--- src/rtl/desc13_pkg.sv ---
package desc13_pkg;
    localparam int MODULUS = 13;
    localparam int ST_W    = $clog2(MODULUS + 1);

    typedef struct packed {
        logic [ST_W-1:0] st;
        logic            wrap;
    } desc13_regs_t;
endpackage

--- src/rtl/desc13_step.sv ---
module desc13_step #(
    parameter int MOD = 13,
    parameter int W   = 4
) (
    input  logic         rst,
    input  logic         en,
    input  logic [W-1:0] st_q,
    output logic [W-1:0] st_d,
    output logic         wrap_d
);
    localparam logic [W-1:0] LAST  = W'(MOD - 1);
    localparam logic [W-1:0] LIMIT = W'(MOD);

    always_comb begin
        st_d   = st_q;
        wrap_d = 1'b0;
        if (rst) begin
            st_d = '0;
        end else if (st_q >= LIMIT) begin
            // recovery from a code outside the legal cycle
            st_d = '0;
        end else if (en) begin
            if (st_q == LAST) begin
                st_d   = '0;
                wrap_d = 1'b1;
            end else begin
                st_d = st_q + 1'b1;
            end
        end
    end
endmodule

--- src/rtl/desc13_map.sv ---
module desc13_map #(
    parameter int MOD = 13,
    parameter int W   = 4
) (
    input  logic [W-1:0] st,
    output logic [W-1:0] shown
);
    localparam logic [W-1:0] LIMIT = W'(MOD);

    always_comb begin
        if (st < LIMIT) shown = LIMIT - st;
        else            shown = '0;
    end
endmodule

--- src/rtl/desc13_counter.sv ---
module desc13_counter (
    input  logic       clk,
    input  logic       rst,
    input  logic       en,
    output logic [3:0] value,
    output logic       wrap
);
    import desc13_pkg::*;

    desc13_regs_t regs_d, regs_q;
    logic [ST_W-1:0] st_next;
    logic            wrap_next;

    desc13_step #(.MOD(MODULUS), .W(ST_W)) u_step (
        .rst   (rst),
        .en    (en),
        .st_q  (regs_q.st),
        .st_d  (st_next),
        .wrap_d(wrap_next)
    );

    desc13_map #(.MOD(MODULUS), .W(ST_W)) u_map (
        .st   (regs_q.st),
        .shown(value)
    );

    always_comb begin
        regs_d.st   = st_next;
        regs_d.wrap = wrap_next;
    end

    always_ff @(posedge clk) begin
        regs_q <= regs_d;
    end

    assign wrap = regs_q.wrap;

    // shown value stays inside 1..13
    a_r3_range: assert property (@(posedge clk) disable iff (rst)
        (value >= 4'd1) && (value <= 4'(MODULUS)));

    // one step down per enabled clock
    a_r1_down: assert property (@(posedge clk) disable iff (rst)
        (en && value > 4'd1) |=> (value == $past(value) - 4'd1));

    // 1 wraps to 13
    a_r2_wrap_to_top: assert property (@(posedge clk) disable iff (rst)
        (en && value == 4'd1) |=> (value == 4'(MODULUS)));

    // hold when disabled
    a_r5_hold: assert property (@(posedge clk) disable iff (rst)
        (!en) |=> ($stable(value) && !wrap));

    // wrap pulse only alongside value 13
    a_r6_pulse: assert property (@(posedge clk) disable iff (rst)
        wrap |-> (value == 4'(MODULUS)));

    // reset wins and suppresses the pulse
    a_r4_reset: assert property (@(posedge clk)
        rst |=> (value == 4'(MODULUS) && !wrap));
endmodule

--- config.mk ---
export PLATFORM = sky130hd
export DESIGN_NAME = desc13_counter
export DESIGN_NICKNAME = d
export VERILOG_FILES = /design/src/rtl/desc13_pkg.sv /design/src/rtl/desc13_step.sv /design/src/rtl/desc13_map.sv /design/src/rtl/desc13_counter.sv
export SDC_FILE = /design/constraint.sdc
export NUM_CORES = 1
export LEC_CHECK = 0
export BUFFER_PORTS_ARGS = -buffer_cell sky130_fd_sc_hd__buf_4
export CAP_MARGIN = 15
export CELL_PAD_IN_SITES_DETAIL_PLACEMENT = 0
export CELL_PAD_IN_SITES_GLOBAL_PLACEMENT = 1
export CORE_AREA = 10 10 47 49
export DETAILED_ROUTE_END_ITERATION = 8
export DIE_AREA = 0 0 57 59
export PLACE_DENSITY = 0.6
export RECOVER_POWER = 50
export SLEW_MARGIN = 10
export SYNTH_ARGS = -nofsm -noshare
export SYNTH_HDL_FRONTEND = slang
export SYNTH_HIERARCHICAL = 1
export SYNTH_SLANG_ARGS = --single-unit
--- constraint.sdc ---
create_clock -name clk -period 1.1 [get_ports clk]
set_input_delay 0.055 -clock clk [delete_from_list [all_inputs] [get_ports clk]]
set_output_delay 0.055 -clock clk [all_outputs]
set_load 0.01 [all_outputs]
* After elaboration in Yosys (flattened, before gate mapping) *
Cells that the tools add are included.

storage, ports and cells
  bits in registers = 5
  input bits = 3
  output and inout port bits = 5
  word-level logic and storage cells = 13

operators by class
  add/sub/neg operators = 2
  magnitude comparators = 2
  eq/ne operators = 1
  multiplexer cells = 3
  bitwise logic cells = 1
  reductions and logical operators = 2

operators with widths
  cell                                                            count
  4-bit two-way mux                                               2
  4-bit by 1-bit adder with 4-bit output (second input constant)  1
  4-bit equality test (second input constant)                     1
  4-bit >= comparator (second input constant)                     1
  4-bit < comparator (second input constant)                      1
  4-bit subtractor (first input constant)                         1
  3-bit OR reduction                                              1
  2-bit OR reduction                                              1
  1-bit two-way mux                                               1
  1-bit inverter                                                  1

* Logic depth before layout (Yosys ltp) *
  depth in word-level cells = 2
  mapped depth = 5
  gate-level depth less buffers = 5

* Modules after synthesis *
The synthesis kept the hierarchy.

by module, submodules not included
  module          instances  cells an instance  area an instance (sq um)
  desc13_step     1          20                 145.1
  desc13_counter  1          5                  100.1
  desc13_map      1          11                 86.3

* Worst setup path before layout *
No wires, ideal clock.

  path type = reg-to-reg
  from = register regs_q[1]
  to = register regs_q[1]
  arrival = 1049 ps
  data required time = 979 ps
  slack = -70 ps
  cell stages (with the launch flop) = 6
  path buffers = 0
  clock period less this slack = 1170 ps
  cells stage by stage = dfxtp_1 > inv_1 > ha_1 > nor3b_1 > o21bai_1 > nor2_1

between the ends
  longest elaborated chain between the ends = 2
  elaborated cells between the ends (all ways) = 5
  those cells by class = 1 x add/sub; 1 x order compare; 1 x eq/ne; 1 x mux; 1 x reduce/logical

ends and longest elaborated chain
  item                                                                  line                  source
  start: declaration                                                    desc13_counter.sv:10  desc13_regs_t regs_d, regs_q;
  start signal: assignment                                              desc13_counter.sv:33  regs_q <= regs_d;
  4-bit by 1-bit adder with 4-bit output, or another cell as far along  desc13_step.sv:27     st_d = st_q + 1'b1;
  4-bit two-way mux / 2-bit OR reduction (equally long branches)        --

Several ways; a longest one is shown, not always the timed one.
A chain may end at the register's enable or synchronous reset.

* Final worst setup path *
  from = register regs_q[2]
  to = output value[2]

between the ends
  longest elaborated chain between the ends = 2
  elaborated cells between the ends (all ways) = 3
  those cells by class = 1 x add/sub; 1 x order compare; 1 x mux

ends and longest elaborated chain
  item                                                           line                 source
  4-bit subtractor / 4-bit < comparator (equally long branches)  desc13_map.sv:11     if (st < LIMIT) shown = LIMIT - st;
  4-bit two-way mux *                                            desc13_map.sv:11
  end: declaration                                               desc13_counter.sv:5  output logic [3:0] value,

Mark *: on every way between the ends. The rest lies on a longest branch, timed or not.

==> run summary <==
The flow ran to the end, but the final reports show violations. The final reports fail on setup timing. Summed over all layers, the routed wires come to 1010 um. The area growth from synthesis to layout is 95.1%. The library cell used most frequently in the layout, excluding fill and tap cells, is buf_4. STA puts the critical path data required time at 1.04 ns.

Fraction of final layout cells sized beyond drive strength 1: 70.7%. On the worst path, the slowest cell contributes a delay of 0.37 ns. Grouping stages by cell kind, the critical path spends the most delay in flip-flops.

At the later pin of the worst-skew pair, clock insertion delay measures 0.24 ns. Global routing consumed, over all layers together, 6.04% of the routing resources. Timing would allow up to 0.769 GHz. The number of warnings issued by yosys is 6. In this run the critical register-to-register path is launched from regs_q[2]. The initial cell density of the core is 23.7%. The tools report the post-placement cell count as 65. TritonCTS built the clock tree. Fill cells in the final layout number 144. The detailed router finished its first iteration with 14 violations.

The analysis attributes to cell leakage a power of 0.000267 uW. Of all nets on the critical path, the largest fanout is 4. The largest individual stage delay along the critical path comes from the cell dfxtp_4. The share of the Yosys chip area taken by registers is 30.2%. Dividing total power by cell area gives a power density of 965 nW/um^2.

The die is 59 um tall. In the final routed layout, each cell accounts on average for 13.6 um. The path class of the tightest hold or removal check is input pin to register.

The clock-pin slew on the worst setup and hold paths came out at 0.04 ns. Walking the worst path, the cells encountered are inv_4 > ha_4 > a22o_1 > a21boi_2 > buf_4. The tools report the number of pins with negative max-slew slack in the final report as 0. The first detailed-routing pass took 4 iterations. The tools report the maximum number of buffers from clock root to sink as 2. The number of remaining DRC errors was 0. The post-DP HPWL came out at 625 um. The share of synthesized area in the top cell type comes to 30.2%. The congestion estimate from routability-driven global placement came to 0.757.

The die covers 3360 um^2. Setup repair after global routing could not meet its margin everywhere. The run gives 0 as the number of antenna violations at the first check in global routing. The logs give 113 um^2 for the area taken by flip-flops and latches and -0.200 ns for the final worst slack. The count of antenna-violating nets left after detailed routing was 0. The number of nets handed over by synthesis was 44. The net total in the final layout is 67, and the total buffers and inverters traversed by the critical path is 2. The number of I/O port buffers is 7, and the depth of the CTS H-tree is 1. Across all hold checks on the routed design, the worst slack comes to 0.143 ns. Yosys attributes the largest share of cell area to dfxtp_1, ha_1, xor2_1.

The endpoint identified for the worst register-to-register timing path is regs_q[3]. After synthesis, the netlist uses 21 different library cells. For the number of global-route vias before repair, the log shows 355. The launch instance of the worst min-delay path was en. Global routing finished with a remaining overflow of 0.

CTS placed an instance of clkbuf_4 at the clock tree root. Counting instances, the worst hold path has a depth of 2. The die span in x was 57 um; the depth of the worst register-to-register path was 7. After detailed routing, the number of vias per cell comes to 4.64. Nature of the critical path endpoint: an output pin. After layout, the worst path uses 118% of the clock period. The critical path is of the register to output pin type. For hold timing, the worst endpoint is wrap. The repair_antennas step left the layout with diodes totalling 0.

The library cells used most frequently in the layout, excluding fill and tap cells, are buf_4, clkbuf_4, dfxtp_4, ha_4, nor2_1. The tools report the area of the multi-input gates as 328 um^2. In this run, synthesis produced a sequential element count of 5. The tools report the global-route wire length before repair as 1590 um. The register-to-register path setup slack was -0.18 ns.

Buffers inserted during clock tree synthesis total 3. Setup violations remaining at the end of the flow were counted as 9. In this run the mean area of a mapped cell was 9.21 um^2. At the pin with the least slew margin, the transition time is 0.204 ns.

Detailed routing inserted a total of 343 vias. The largest net degree at the start of global routing is 7. After floorplanning, the core was sized to cover 1400 um^2.

The logs give 0 for the final number of hold-violating endpoints and 0.00212 ns for the worst clock skew on the final layout. The number of cells produced by synthesis is 36, and the data arrival time of the critical path is 1.25 ns. The total I/O pin count is 8. The tools report the type of origin of the critical path as a register. The logs give 14 for the count of standard-cell rows and 0 for the number of max-capacitance violations reported.

The worst pin sits at a relative slew slack of 86.0%. The synthesized design spends more area on one cell type than any other, namely dfxtp_1. The maximum vdd drop was 0.000431 V; the number of sinks driven by the clock tree was 5.

The time the worst path needs with I/O delays and setup works out to 1.30 ns. The final standard cell count with taps included and fillers excluded was 74; the synthesized area was 332 um^2.
cell usage after synthesis:
cell type,instances
xor2_1,2
dfxtp_1,5
a21oi_1,1
o21ai_2,1
inv_1,3
o21bai_1,1
a21boi_2,1
nor4b_1,1
nand2_1,3
a31oi_1,1
a22o_1,1
nor3b_1,1
a311oi_1,1
ha_1,5
xnor2_1,1
nand4_1,1
or2_2,1
mux2i_1,1
nor2_1,3
nand2b_1,1
a21o_1,1
cells by family after synthesis:
| kind of cell | after synthesis | synth area share (%) |
|---|---|---|
| xor gates and xnor gates | 3 | 7.93 |
| and+or+nand+nor | 11 | 17.4 |
| muxes | 1 | 3.02 |
| buffers and inverters | 3 | 3.40 |
| DFF | 5 | 30.2 |
| adders and majority gates | 5 | 18.9 |
| AOI/OAI and AO/OA | 8 | 19.2 |
flip-flops by register name, indices dropped and copies added (netlist names):
| register | flops |
|---|---|
| wrap | 1 |
| regs_q | 4 |
final cells by class:
class                   count  area share, %
repair buffers             18           21.9
clock buffers               4           4.06
flip-flops and latches      5           17.4
multi-input cells          28           50.7
well taps                  16           3.09
inverters                   3           2.90
how the worst max path moves through the flow:
| stage | from | to | slack, ns | cells past startpoint |
|---|---|---|---|---|
| after floorplan | regs_q[1] | regs_q[3] | 0.008 | 5 |
| after CTS | regs_q[2] | value[2] | -0.21 | 5 |
| after global placement | regs_q[2] | value[2] | -0.07 | 5 |
| after detailed placement | regs_q[2] | regs_q[2] | -0.08 | 4 |
| final | regs_q[2] | value[2] | -0.20 | 5 |
| after global routing | regs_q[2] | value[3] | -0.27 | 5 |
worst register-to-register path, stage by stage (launching register included):
cell and delay (ns):
dfxtp_4 0.35, buf_4 0.13, buf_6 0.12, buf_4 0.14
ha_2 0.16, nand2_2 0.06, xor2_1 0.14, nor2_1 0.05
report_power, final:
part / internal (uW) / switching (uW) / total (uW)
clock network: 137 / 71.6 / 208
logic: 119 / 96.4 / 215
registers: 188 / 11.8 / 200
per-stage QoR:
step	power, uW	utilization [%]	TNS, ns	setup WS, ns	instance area (um^2)
2_1_floorplan	263	-	0	0.00769	339
3_3_place_gp	322	32.6	-0.390	-0.0664	457
3_5_place_dp	321	32.6	-0.435	-0.0751	457
4_1_cts	573	40.2	-1.33	-0.206	563
5_1_grt	669	46.2	-1.91	-0.266	647
6_report	624	46.2	-1.38	-0.200	647
routing by layer:
metal	share of wire [%]	GRT usage (%)	vias to the layer above
li1	-	-	171
met1	39	6.04	159
met2	57	9.30	13
met3	3.1	1.93	0
met4	0	6.71	0
met5	0	0	-
what timing repair did:
item	in CTS	in global routing
hold buffers	1	0
gates cloned	0	0
pin swaps	11	7
hold endpoints to repair	1	0
resized for setup	13	15
endpoints found under the setup margin	9	9
setup buffers	3	1
Power figures use the tool's default switching activity.
